<file path="config.mk">
export PLATFORM = sky130hd
export DESIGN_NAME = xbt_engine
export DESIGN_NICKNAME = d
export VERILOG_FILES = /design/src/rtl/xbt_pkg.sv /design/src/rtl/xbt_yield.sv /design/src/rtl/xbt_seq.sv /design/src/rtl/xbt_dpath.sv /design/src/rtl/xbt_engine.sv
export SDC_FILE = /design/constraint.sdc
export NUM_CORES = 1
export LEC_CHECK = 0
export ABC_CLOCK_PERIOD_IN_PS = 12600
export BUFFER_PORTS_ARGS = -buffer_cell sky130_fd_sc_hd__buf_2
export CELL_PAD_IN_SITES_DETAIL_PLACEMENT = 0
export CELL_PAD_IN_SITES_GLOBAL_PLACEMENT = 1
export CORE_MARGIN = 2
export CORE_UTILIZATION = 41
export DETAILED_ROUTE_END_ITERATION = 8
export GPL_ROUTABILITY_DRIVEN = 0
export HOLD_SLACK_MARGIN = 0.02
export PLACE_DENSITY = 0.89
export SYNTH_ARGS = -nofsm -noshare
export SYNTH_HDL_FRONTEND = slang
export SYNTH_SLANG_ARGS = --single-unit
</file>
<file path="constraint.sdc">
create_clock -name clk -period 12.6 [get_ports clk]
set_input_delay 3.78 -clock clk [delete_from_list [all_inputs] [get_ports clk]]
set_output_delay 3.78 -clock clk [all_outputs]
set_load 0.01 [all_outputs]
</file>
<file path="src/rtl/xbt_pkg.sv">
// Package: shared types for the XOR block transform engine.
// Assumes: nothing beyond IEEE 1800-2017.
package xbt_pkg;
    typedef enum logic [1:0] {
        ST_IDLE  = 2'd0,
        ST_SETUP = 2'd1,
        ST_WORD  = 2'd2
    } xbt_state_e;
endpackage

</file>
<file path="src/rtl/xbt_yield.sv">
// Module: yield decision. It permits a yield when an interrupt is
// pending and the wakeup-disable count is zero.
// Assumes: the sequencer samples yield_o only at a word-pair boundary.
module xbt_yield #(
    parameter int WDC_W = 4
) (
    input  logic             irq_pend_i,
    input  logic [WDC_W-1:0] wake_dis_i,
    output logic             yield_o
);
    // Combine the interrupt request with the disable count.
    always_comb begin
        yield_o = irq_pend_i && (wake_dis_i == '0);
    end
endmodule

</file>
<file path="src/rtl/xbt_seq.sv">
// Module: sequencer. It holds the state, the phase counter, the count
// register, the pair parity and the status pulses. Each word takes
// WORD_CYC cycles: a read in phase 0, read-data capture in phase 1 and a
// write in phase 2; the remaining phases pad the word to its fixed cost.
// Assumes: SETUP_CYC >= 1, WORD_CYC >= 3, memory read latency of one cycle.
module xbt_seq
    import xbt_pkg::*;
#(
    parameter int CW        = 16,
    parameter int SETUP_CYC = 5,
    parameter int WORD_CYC  = 12
) (
    input  logic          clk,
    input  logic          rst_n,
    input  logic          start_i,
    input  logic [CW-1:0] count_i,
    input  logic          yield_i,
    output logic          load_o,
    output logic          rd_o,
    output logic          cap_o,
    output logic          wr_o,
    output logic          key_b_o,
    output logic [CW-1:0] cnt_o,
    output logic          busy_o,
    output logic          done_o,
    output logic          susp_o,
    output logic          valid_o
);
    localparam int PH_MAX = (SETUP_CYC > WORD_CYC) ? SETUP_CYC : WORD_CYC;
    localparam int PH_W   = $clog2(PH_MAX + 1);
    localparam logic [PH_W-1:0] SETUP_LAST = PH_W'(SETUP_CYC - 1);
    localparam logic [PH_W-1:0] WORD_LAST  = PH_W'(WORD_CYC - 1);
    localparam logic [PH_W-1:0] PH_RD      = PH_W'(0);
    localparam logic [PH_W-1:0] PH_CAP     = PH_W'(1);
    localparam logic [PH_W-1:0] PH_WR      = PH_W'(2);

    xbt_state_e      state_q;
    logic [PH_W-1:0] ph_q;
    logic [CW-1:0]   cnt_q;
    logic            pair_q;
    logic            done_q;
    logic            susp_q;
    logic            valid_q;

    // Decode the per-phase strobes for the datapath.
    always_comb begin
        load_o  = (state_q == ST_IDLE) && start_i;
        rd_o    = (state_q == ST_WORD) && (ph_q == PH_RD);
        cap_o   = (state_q == ST_WORD) && (ph_q == PH_CAP);
        wr_o    = (state_q == ST_WORD) && (ph_q == PH_WR);
        key_b_o = pair_q;
        cnt_o   = cnt_q;
        busy_o  = (state_q != ST_IDLE);
        done_o  = done_q;
        susp_o  = susp_q;
        valid_o = valid_q;
    end

    // Advance the state, phase, count and pair parity; raise the status pulses.
    always_ff @(posedge clk) begin
        if (!rst_n) begin
            state_q <= ST_IDLE;
            ph_q    <= '0;
            cnt_q   <= '0;
            pair_q  <= 1'b0;
            done_q  <= 1'b0;
            susp_q  <= 1'b0;
            valid_q <= 1'b0;
        end else begin
            done_q <= 1'b0;
            susp_q <= 1'b0;
            unique case (state_q)
                ST_IDLE: begin
                    if (start_i) begin
                        state_q <= ST_SETUP;
                        ph_q    <= '0;
                        cnt_q   <= count_i;
                        pair_q  <= 1'b0;
                        valid_q <= 1'b1;
                    end
                end
                ST_SETUP: begin
                    if (ph_q == SETUP_LAST) begin
                        ph_q <= '0;
                        if (cnt_q == '0) begin
                            state_q <= ST_IDLE;
                            done_q  <= 1'b1;
                            valid_q <= 1'b0;
                        end else begin
                            state_q <= ST_WORD;
                            cnt_q   <= cnt_q - CW'(1);
                        end
                    end else begin
                        ph_q <= ph_q + PH_W'(1);
                    end
                end
                ST_WORD: begin
                    if (ph_q == WORD_LAST) begin
                        ph_q   <= '0;
                        pair_q <= ~pair_q;
                        if (cnt_q == '0) begin
                            state_q <= ST_IDLE;
                            done_q  <= 1'b1;
                            valid_q <= 1'b0;
                        end else if (pair_q && yield_i) begin
                            state_q <= ST_IDLE;
                            susp_q  <= 1'b1;
                        end else begin
                            cnt_q <= cnt_q - CW'(1);
                        end
                    end else begin
                        ph_q <= ph_q + PH_W'(1);
                    end
                end
                default: state_q <= ST_IDLE;
            endcase
        end
    end
endmodule

</file>
<file path="src/rtl/xbt_dpath.sv">
// Module: datapath. It latches the bases and keys on start, forms the read
// and write addresses from the current offset, captures the read data and
// XORs it with the selected key.
// Assumes: the strobes come from xbt_seq; read and write never coincide.
module xbt_dpath #(
    parameter int AW = 16,
    parameter int DW = 16,
    parameter int CW = 16
) (
    input  logic          clk,
    input  logic          rst_n,
    input  logic          load_i,
    input  logic          rd_i,
    input  logic          cap_i,
    input  logic          wr_i,
    input  logic          key_b_i,
    input  logic [CW-1:0] off_i,
    input  logic [AW-1:0] src_base_i,
    input  logic [AW-1:0] dst_base_i,
    input  logic [DW-1:0] key_a_i,
    input  logic [DW-1:0] key_b_val_i,
    input  logic [DW-1:0] mem_rdata_i,
    output logic          mem_req_o,
    output logic          mem_we_o,
    output logic [AW-1:0] mem_addr_o,
    output logic [DW-1:0] mem_wdata_o
);
    logic [AW-1:0] src_q, dst_q;
    logic [DW-1:0] ka_q, kb_q, rd_q;
    logic [AW-1:0] off_a;

    // Latch the operands at start and capture the read word.
    always_ff @(posedge clk) begin
        if (!rst_n) begin
            src_q <= '0;
            dst_q <= '0;
            ka_q  <= '0;
            kb_q  <= '0;
            rd_q  <= '0;
        end else begin
            if (load_i) begin
                src_q <= src_base_i;
                dst_q <= dst_base_i;
                ka_q  <= key_a_i;
                kb_q  <= key_b_val_i;
            end
            if (cap_i) begin
                rd_q <= mem_rdata_i;
            end
        end
    end

    // Form the memory request from the offset and the selected key.
    always_comb begin
        off_a       = AW'(off_i);
        mem_req_o   = rd_i || wr_i;
        mem_we_o    = wr_i;
        mem_addr_o  = wr_i ? (dst_q + off_a) : (src_q + off_a);
        mem_wdata_o = rd_q ^ (key_b_i ? kb_q : ka_q);
    end
endmodule

</file>
<file path="src/rtl/xbt_engine.sv">
// Module: top of the interruptible XOR block transform engine. It connects
// the sequencer, the datapath and the yield decision.
// Assumes: single-port synchronous memory with a one-cycle read latency.
module xbt_engine #(
    parameter int AW        = 16,
    parameter int DW        = 16,
    parameter int CW        = 16,
    parameter int WDC_W     = 4,
    parameter int SETUP_CYC = 5,
    parameter int WORD_CYC  = 12
) (
    input  logic             clk,
    input  logic             rst_n,
    input  logic             start_i,
    input  logic [AW-1:0]    src_base_i,
    input  logic [AW-1:0]    dst_base_i,
    input  logic [CW-1:0]    count_i,
    input  logic [DW-1:0]    key_a_i,
    input  logic [DW-1:0]    key_b_i,
    input  logic             irq_pend_i,
    input  logic [WDC_W-1:0] wake_dis_i,
    output logic             mem_req_o,
    output logic             mem_we_o,
    output logic [AW-1:0]    mem_addr_o,
    output logic [DW-1:0]    mem_wdata_o,
    input  logic [DW-1:0]    mem_rdata_i,
    output logic             busy_o,
    output logic             done_o,
    output logic             susp_o,
    output logic [CW-1:0]    remain_o,
    output logic             args_valid_o
);
    logic load_s, rd_s, cap_s, wr_s, keyb_s, yield_s;
    logic [CW-1:0] cnt_s;

    xbt_yield #(.WDC_W(WDC_W)) u_yield (
        .irq_pend_i (irq_pend_i),
        .wake_dis_i (wake_dis_i),
        .yield_o    (yield_s)
    );

    xbt_seq #(.CW(CW), .SETUP_CYC(SETUP_CYC), .WORD_CYC(WORD_CYC)) u_seq (
        .clk     (clk),
        .rst_n   (rst_n),
        .start_i (start_i),
        .count_i (count_i),
        .yield_i (yield_s),
        .load_o  (load_s),
        .rd_o    (rd_s),
        .cap_o   (cap_s),
        .wr_o    (wr_s),
        .key_b_o (keyb_s),
        .cnt_o   (cnt_s),
        .busy_o  (busy_o),
        .done_o  (done_o),
        .susp_o  (susp_o),
        .valid_o (args_valid_o)
    );

    xbt_dpath #(.AW(AW), .DW(DW), .CW(CW)) u_dpath (
        .clk         (clk),
        .rst_n       (rst_n),
        .load_i      (load_s),
        .rd_i        (rd_s),
        .cap_i       (cap_s),
        .wr_i        (wr_s),
        .key_b_i     (keyb_s),
        .off_i       (cnt_s),
        .src_base_i  (src_base_i),
        .dst_base_i  (dst_base_i),
        .key_a_i     (key_a_i),
        .key_b_val_i (key_b_i),
        .mem_rdata_i (mem_rdata_i),
        .mem_req_o   (mem_req_o),
        .mem_we_o    (mem_we_o),
        .mem_addr_o  (mem_addr_o),
        .mem_wdata_o (mem_wdata_o)
    );

    assign remain_o = cnt_s;
endmodule

</file>
==> results.md, run 1 <==
- Pwr dens: 208 nW/µm²
- CTS tree: yes
- Hold Buf Count CTS: 0
- Initial DRT Pass Iterations: 4
- Arrival time at the worst endpoint: 4460 ps
- Crit Path Max Fanout: 17
- Antenna-violating nets left: 0
- CTS Sinks: 106
- Final Hold Fails: 0
- Final Cycle Share: 65.4%
- Total negative setup slack: 0 ps
- Setup violators final: 0
- Max Cap Viol: 0
- Initial antenna violation count: 1
- H-tree level count: 3
- Warnings from Yosys: 0
- Row Count: 43
- Setup Skew: 4.70 ps
- RSZ-0062 raised after global routing: false
- Commonest non-fill, non-tap cell in the layout: nand2_1
- Resized Gates After CTS: 0
- DR iter-0 viols: 305
- Total gr overflow: 0
- Peak VDD IR: 0.000149 V
- Syn avg cell area: 8.20 µm²
- CTS buffer count: 9
- IO Pins: 158
- Commonest non-fill, non-tap cells in the layout: nand2_1, buf_2, dfxtp_1
- Primary FF master, synth: dfxtp_1
- Synth Cell Area: 5870 µm²
- Buf/Inv on CP: 2
- Number of remaining DRC errors: 0
- Fmax: 121 MHz
- WS Path Type: flip-flop to output pin
- Slowest CP cell: and2_1
- Vias post-DR: 5,209
- Tot GR Track Use: 20.5%
- Clock Latency Late Sink: 350 ps
- Clock slew at reported path FFs: 70 ps
- Via density: 5.05
- Core ar.: 13,900 µm²
- Worst Hold Class: flip-flop to flip-flop
- Max incr delay on CP: 730 ps
- Die Y: 124 µm
- Synth Net Count: 846
- Crit start category: flip-flop
- Routed WL: 15,400 µm
- Post-synth EDFFs: 0
- Setup crit end kind: output pin
- Hold slack: 465 ps
- HPWL after DPL: 10,900 µm
- Lkg Pwr: 3.00 nW
- CTS root buf: clkbuf_16
- Cell Chain, Critical Path: inv_1 -> ha_1 -> nor3b_1 -> and2_1 -> mux2_2 -> ha_1 -> fa_1 -> a21o_1 -> a22oi_1 -> a21oi_1 -> a221oi_1 -> xnor2_1 -> buf_2
- Share of synthesized registers carrying an async set or reset: 0%
- Worst slew pin tran: 1200 ps
- Largest net degree at the start of global routing: 120
- Post-synth cell types: 62
- Layout Nets: 976
- Vias in the first global route: 4,898
- Layout cells sized above 1: 25.3%
- Starting density of the core: 42.2%
- # Post-CTS Setup Buffers: 0
- Crit path time final: 8240 ps
- Fin. max-slew vios: 0
- CP most frequent cell: ha_1
- IO buf count: 157
- Die width: 124 µm
- Total Die Area: 15,300 µm²
- Area Overhead vs Synth: 20.1%
- Sequential-to-total area share from yosys stat: 36.1%
- Avg WL per Cell: 15.0 µm
- Outcome: completed
- Seq cells post-synth: 106
- CP top delay family: simple AND/OR/NAND/NOR gates
- Post-Syn Instances: 716
- Worst EP required: 8820 ps
- First-pass GRT wire length: 24,500 µm
- Maximum clock insertion buffer count: 2
- Max_slew headroom: 19.1%
==> report_power, final <==
group / internal, W / total [W] / switching, W / leakage, nW
registers: 0.000399 / 0.000475 / 0.0000761 / 0.867
clock network: 0.000174 / 0.000300 / 0.000126 / 0.148
logic: 0.000278 / 0.000691 / 0.000414 / 1.98
total: 0.000850 / 0.00147 / 0.000616 / 3.00
==> sequential cells by signal (all words and copies together), names as in the netlist, 2 cells and up <==
signal / cells
u_dpath.ka_q: 16
u_dpath.kb_q: 16
u_seq.ph_q: 4
u_seq.cnt_o: 16
u_dpath.dst_q: 16
u_dpath.src_q: 16
u_seq.state_q: 2
u_dpath.rd_q: 16
==> cells by family (layout without fill, tap and decap cells) <==
family,after synthesis,count (layout),share of synthesized area (%)
adder cells (fa/ha/maj),26,26,5.67
XOR/XNOR,30,30,4.47
other,0,1,0
AND/OR/NAND/NOR,286,286,21.6
buffers and inverters,54,188,3.88
flip-flops,106,106,36.1
multiplexers,39,39,7.05
AO/OA/AOI/OAI,175,175,21.2
==> per-layer routing <==
metal | share of wire [%] | wire length (µm) | global-route usage [%]
met1 | 49 | 7530 | 28.0
met3 | 6.2 | 952 | 4.12
met5 | 0 | 0 | 0
met4 | 1.4 | 213 | 6.11
met2 | 44 | 6730 | 32.9
==> worst paths after layout <==
path,start,endpoint,slack (ps),cells after the start
worst min-delay path,u_dpath.src_q[14]$_SDFFE_PN0P_,u_dpath.src_q[14]$_SDFFE_PN0P_,460,2
worst max-delay path,u_seq.state_q[0]$_SDFFE_PN0P_,mem_addr_o[12],4360,13
worst min register to register,u_dpath.src_q[14]$_SDFFE_PN0P_,u_dpath.src_q[14]$_SDFFE_PN0P_,460,2
worst max register to register,u_seq.cnt_o[0]$_SDFFE_PN0P_,u_seq.cnt_o[0]$_SDFFE_PN0P_,9590,8
==> stage by stage <==
| step | total power, W | instance area, µm² | cells | worst slack [ps] | utilization [%] |
|---|---|---|---|---|---|
| after floorplan | 0.000975 | 5870 | 716 | 5160 | - |
| after global placement | 0.00117 | 6740 | 1015 | 4760 | 48.3 |
| after detailed placement | 0.00118 | 6740 | 1015 | 4700 | 48.3 |
| after CTS | 0.00148 | 7050 | 1030 | 4280 | 50.6 |
| after global routing | 0.00159 | 7060 | 1031 | 3970 | 50.6 |
| final | 0.00147 | 7060 | 1031 | 4360 | 50.6 |
==> worst min-delay path, stage by stage, from the launching register on <==
cell and delay, ps:
dfxtp_1 310, nand2_1 40, a21boi_0 60
==> layout make-up <==
class                   count  area, µm²
clock inverters             6       92.6
fillers                  1396       6880
well taps                 180        225
repair buffers            161        816
multi-input cells         556       3530
diodes                      1       2.50
flip-flops and latches    106       2120
inverters                  12       45.0
clock buffers               9        225
==> synth_stat cells, drive strengths merged, types with 2 or more instances <==
cell type | instances | area, µm²
mux2i | 20 | 200
and2 | 6 | 37.5
xor2 | 3 | 26.3
clkbuf | 33 | 124
nand3 | 18 | 90.1
or3 | 5 | 32.5
nand3b | 2 | 15.0
nor3 | 7 | 35.0
o211ai | 6 | 45.0
buf | 9 | 58.8
inv | 12 | 45.0
o2bb2ai | 6 | 52.6
nor3b | 7 | 52.6
nor4 | 4 | 40.0
ha | 25 | 313
a31oi | 2 | 18.8
nor2b | 5 | 31.3
nand2 | 198 | 746
or4 | 2 | 20.0
nand2b | 2 | 12.5
o31ai | 2 | 15.0
a21boi | 84 | 631
o21a | 6 | 45.0
a21o | 8 | 60.1
nor2 | 19 | 71.3
a31o | 4 | 35.0
xnor2 | 27 | 236
or2 | 3 | 18.8
a21oi | 27 | 135
o21ai | 19 | 98.8
mux2 | 19 | 214
dfxtp | 106 | 2120
o41ai | 3 | 26.3
(Power assumes the default switching activity.)
==> run 2: changes to the inputs <==
--- a/config.mk
+++ b/config.mk
@@ -5,16 +5,17 @@
 export SDC_FILE = /design/constraint.sdc
 export NUM_CORES = 1
 export LEC_CHECK = 0
-export ABC_CLOCK_PERIOD_IN_PS = 12600
+export ABC_AREA = 1
+export ABC_CLOCK_PERIOD_IN_PS = 8200
 export BUFFER_PORTS_ARGS = -buffer_cell sky130_fd_sc_hd__buf_2
 export CELL_PAD_IN_SITES_DETAIL_PLACEMENT = 0
 export CELL_PAD_IN_SITES_GLOBAL_PLACEMENT = 1
 export CORE_MARGIN = 2
-export CORE_UTILIZATION = 41
+export CORE_UTILIZATION = 36
 export DETAILED_ROUTE_END_ITERATION = 8
 export GPL_ROUTABILITY_DRIVEN = 0
 export HOLD_SLACK_MARGIN = 0.02
-export PLACE_DENSITY = 0.89
+export PLACE_DENSITY = 0.84
 export SYNTH_ARGS = -nofsm -noshare
 export SYNTH_HDL_FRONTEND = slang
 export SYNTH_SLANG_ARGS = --single-unit
==> constraint.sdc (replaced) <==
create_clock -name clk -period 8.2 [get_ports clk]
set_input_delay 2.46 -clock clk [delete_from_list [all_inputs] [get_ports clk]]
set_output_delay 2.46 -clock clk [all_outputs]
set_load 0.01 [all_outputs]
==> results.md, run 2 <==
- Outcome: completed (unchanged)
- Crit start category: flip-flop (unchanged)
- Setup Skew: 6.23 ps (was 4.70 ps)
- Number of remaining DRC errors: 0 (unchanged)
- Largest net degree at the start of global routing: 67 (was 120)
- Final Cycle Share: 71.7%
- Row Count: 46 (was 43)
- Pwr dens: 371 nW/µm² (was 208 nW/µm²)
- Setup crit end kind: output pin (unchanged)
- # fillers: 1,780 (was 1,396)
- Share of synthesized registers carrying an async set or reset: 0% (unchanged)
- DR iter-0 viols: 366 (was 305)
- Total negative setup slack: 0 ps (unchanged)
- Slowest CP cell: inv_1 (was and2_1)
- Initial antenna violation count: 2 (was 1)
- Lkg Pwr: 3.66 nW (was 3.00 nW)
- RSZ-0062 raised after global routing: false (unchanged)
- Seq cells post-synth: 106 (unchanged)
- Worst R2R End: u_seq.cnt_o[10]$_SDFFE_PN0P_ (was u_seq.cnt_o[0]$_SDFFE_PN0P_)
- Leading area contributor after synthesis: dfxtp_1 (unchanged)
- Total Die Area: 17,300 µm² (was 15,300 µm²)
- Worst slew pin tran: 1100 ps (was 1200 ps)
- Starting density of the core: 37.0% (was 42.2%)
- Routed WL: 16,500 µm (was 15,400 µm)
- FF-to-FF Start: u_seq.state_q[1]$_SDFFE_PN0P_ (was u_seq.cnt_o[0]$_SDFFE_PN0P_)
- Core ar.: 15,900 µm² (was 13,900 µm²)
- Crit path time final: 5880 ps
- Setup violators final: 0 (unchanged)
- Fin. max-slew vios: 0 (unchanged)
- Worst EP required: 5740 ps (was 8820 ps)
- Post-Syn Instances: 911 (was 716)
- Vias post-DR: 5,856 (was 5,209)
- Hold Buf Count CTS: 0 (unchanged)
- Post-synth EDFFs: 0 (unchanged)
- Antenna-violating nets left: 0 (unchanged)
- Area Overhead vs Synth: 20.3% (was 20.1%)
- Post-synth top area share: 36.1% (about the same)
- WS Path Type: flip-flop to output pin (unchanged)
- Layout Nets: 1,171 (was 976)
- Maximum clock insertion buffer count: 2 (unchanged)
- Max incr delay on CP: 460 ps (was 730 ps)
- Via density: 4.64 (was 5.05)
- Clock Latency Late Sink: 350 ps (about the same)
- Commonest non-fill, non-tap cell in the layout: nand2_1 (unchanged)
- Layout cells sized above 1: 17.6% (was 25.3%)
- CTS buffer count: 9 (unchanged)
- Initial DRT Pass Iterations: 4 (unchanged)
- Synth Cell Area: 5870 µm² (about the same)
- Tot GR Track Use: 19.2% (was 20.5%)
- R2R setup slack: 5600 ps (was 9590 ps)
- Crit Path Max Fanout: 19 (was 17)
- # Post-CTS Setup Buffers: 0 (unchanged)
- Worst r2r path cells: 7 (was 8)
- Final Hold Fails: 0 (unchanged)
- Worst Hold Class: flip-flop to flip-flop (unchanged)
- Total Power: 0.00262 W (was 0.00147 W)
- Total gr overflow: 0 (unchanged)
- CTS tree: yes (unchanged)
- CTS root buf: clkbuf_16 (unchanged)
- Count leader, synth: nand2_1 (unchanged)
- HPWL after DPL: 12,500 µm (was 10,900 µm)
- CP most frequent cell: nand2_1 (was ha_1)
- Die width: 132 µm (was 124 µm)
- Crit path launch: u_seq.state_q[0]$_SDFFE_PN0P_ (unchanged)
- First-pass GRT wire length: 27,000 µm (was 24,500 µm)
- IO Pins: 158 (unchanged)
- Avg WL per Cell: 13.1 µm (was 15.0 µm)
- Sequential-to-total area share from yosys stat: 36.1% (about the same)
- Syn avg cell area: 6.45 µm² (was 8.20 µm²)
- H-tree level count: 3 (unchanged)
- Clock slew at reported path FFs: 70 ps (about the same)
- Warnings from Yosys: 0 (unchanged)
- Max Cap Viol: 0 (unchanged)
- Peak VDD IR: 0.000154 V (was 0.000149 V)
- Resized Gates After CTS: 0 (unchanged)
- Die Y: 132 µm (was 124 µm)
- Fmax: 170 MHz
- Post-synth cell types: 29 (was 62)
- Vias in the first global route: 5,425 (was 4,898)
- Primary FF master, synth: dfxtp_1 (unchanged)
- CP endpoint: mem_addr_o[14] (was mem_addr_o[12])
- Commonest non-fill, non-tap cells in the layout: nand2_1, nor2_1, buf_2 (was nand2_1, buf_2, dfxtp_1)
- Arrival time at the worst endpoint: 3420 ps (was 4460 ps)
- CTS Sinks: 106 (unchanged)
- Cell Chain, Critical Path: inv_1 -> ha_1 -> nand3_2 -> inv_1 -> nand2_1 -> nand2_1 -> ha_1 -> fa_1 -> nand3_1 -> nand2_1 -> nand2_1 -> nand2_1 -> nand3_1 -> nand2_1 -> xor2_1 -> buf_2 (was inv_1 -> ha_1 -> nor3b_1 -> and2_1 -> mux2_2 -> ha_1 -> fa_1 -> a21o_1 -> a22oi_1 -> a21oi_1 -> a221oi_1 -> xnor2_1 -> buf_2)
- Synth Net Count: 1,041 (was 846)
- IO buf count: 157 (unchanged)
- Most frequent cells after synthesis: nand2_1, nor2_1, dfxtp_1 (was nand2_1, dfxtp_1, a21boi_0)
- Max_slew headroom: 26.8% (was 19.1%)
- Top post-synthesis cells by area: dfxtp_1, nand2_1, nor2_1, o21ai_0, ha_1 (was dfxtp_1, nand2_1, a21boi_0, ha_1, xnor2_1)
[run 2: cell count changes in the layout (fill, tap and decap cells not counted), sizes merged, moves of 19 or more]
cell / delta
nor2: +185
a21boi: -84
o21ai: +77
inv: +59
nand2: +40
xor2: +27
xnor2: -25
nand3: +21
mux2i: -20
mux2: -19
[run 2: kinds of logic (layout without fill, tap and decap cells)]
kind of cell,count (synthesis),after routing,share of synthesized area (%)
adders and majority gates,26,26,5.67
and+or+nand+nor,496,496,33.7
buffers and inverters,111,245,7.65
DFF,106,106,36.1
other,0,1,0
AOI/OAI and AO/OA,140,140,12.1
xor gates and xnor gates,32,32,4.77
[run 2: how the worst min path moves through the flow]
stage | from | to | slack [ps] | depth (start not counted)
2_1_floorplan | u_dpath.src_q[15]$_SDFFE_PN0P_ | u_dpath.src_q[15]$_SDFFE_PN0P_ | 430 | 2
3_3_place_gp | u_dpath.rd_q[14]$_SDFFE_PN0P_ | u_dpath.rd_q[14]$_SDFFE_PN0P_ | 450 | 2
3_5_place_dp | u_dpath.rd_q[10]$_SDFFE_PN0P_ | u_dpath.rd_q[10]$_SDFFE_PN0P_ | 450 | 2
4_1_cts | u_dpath.rd_q[10]$_SDFFE_PN0P_ | u_dpath.rd_q[10]$_SDFFE_PN0P_ | 460 | 2
5_1_grt | u_dpath.rd_q[14]$_SDFFE_PN0P_ | u_dpath.rd_q[14]$_SDFFE_PN0P_ | 480 | 2
6_report | u_dpath.src_q[15]$_SDFFE_PN0P_ | u_dpath.src_q[15]$_SDFFE_PN0P_ | 460 | 2
[run 2: metrics by stage]
step / util (%) / worst slack [ps] / hold slack, ps / area (µm²) / cells
final: 44.5 / 2320 / 457 / 7070 / 1262
after global routing: 44.5 / 1920 / 476 / 7060 / 1261
after CTS: 44.5 / 2300 / 461 / 7060 / 1261
after detailed placement: 42.6 / 2690 / 450 / 6760 / 1246
after global placement: 42.6 / 2790 / 446 / 6760 / 1246
after floorplan: - / 3210 / 430 / 5870 / 911
[run 2: critical path: cells and delay by family, from the launching register on]
family | cells | cell delay [ps]
buffers and inverters | 3 | 700
AND/OR/NAND/NOR | 9 | 1160
adder cells (fa/ha/maj) | 3 | 730
flip-flops | 1 | 330
XOR/XNOR | 1 | 130
[run 2: area by class of cell]
cell class                 count  area, µm²  share of cell area [%]
multi-input combinational    694       3300                    46.8
tap                          216        270                    3.83
sequential                   106       2120                    30.0
clock buffer                   9        225                    3.19
antenna                        1       2.50                  0.0354
timing repair buffer         159        801                    11.3
clock inverter                 6       75.1                    1.06
inverter                      71        267                    3.77
[run 2: power breakdown]
part           leakage (nW)  total [W]  internal (W)  switching [W]
sequential            0.873   0.000788      0.000650       0.000138
clock                 0.144   0.000445      0.000240       0.000205
combinational          2.65    0.00139      0.000494       0.000896
[run 2: layer usage]
layer,wire length [µm],global-route usage (%),part of all wire [%],up-vias
met5,13,0,0.079,-
met4,202,4.89,1.2,2
met3,968,5.44,5.9,15
met2,7570,31.7,46,131
met1,7760,24.7,47,2570
li1,-,-,-,3138
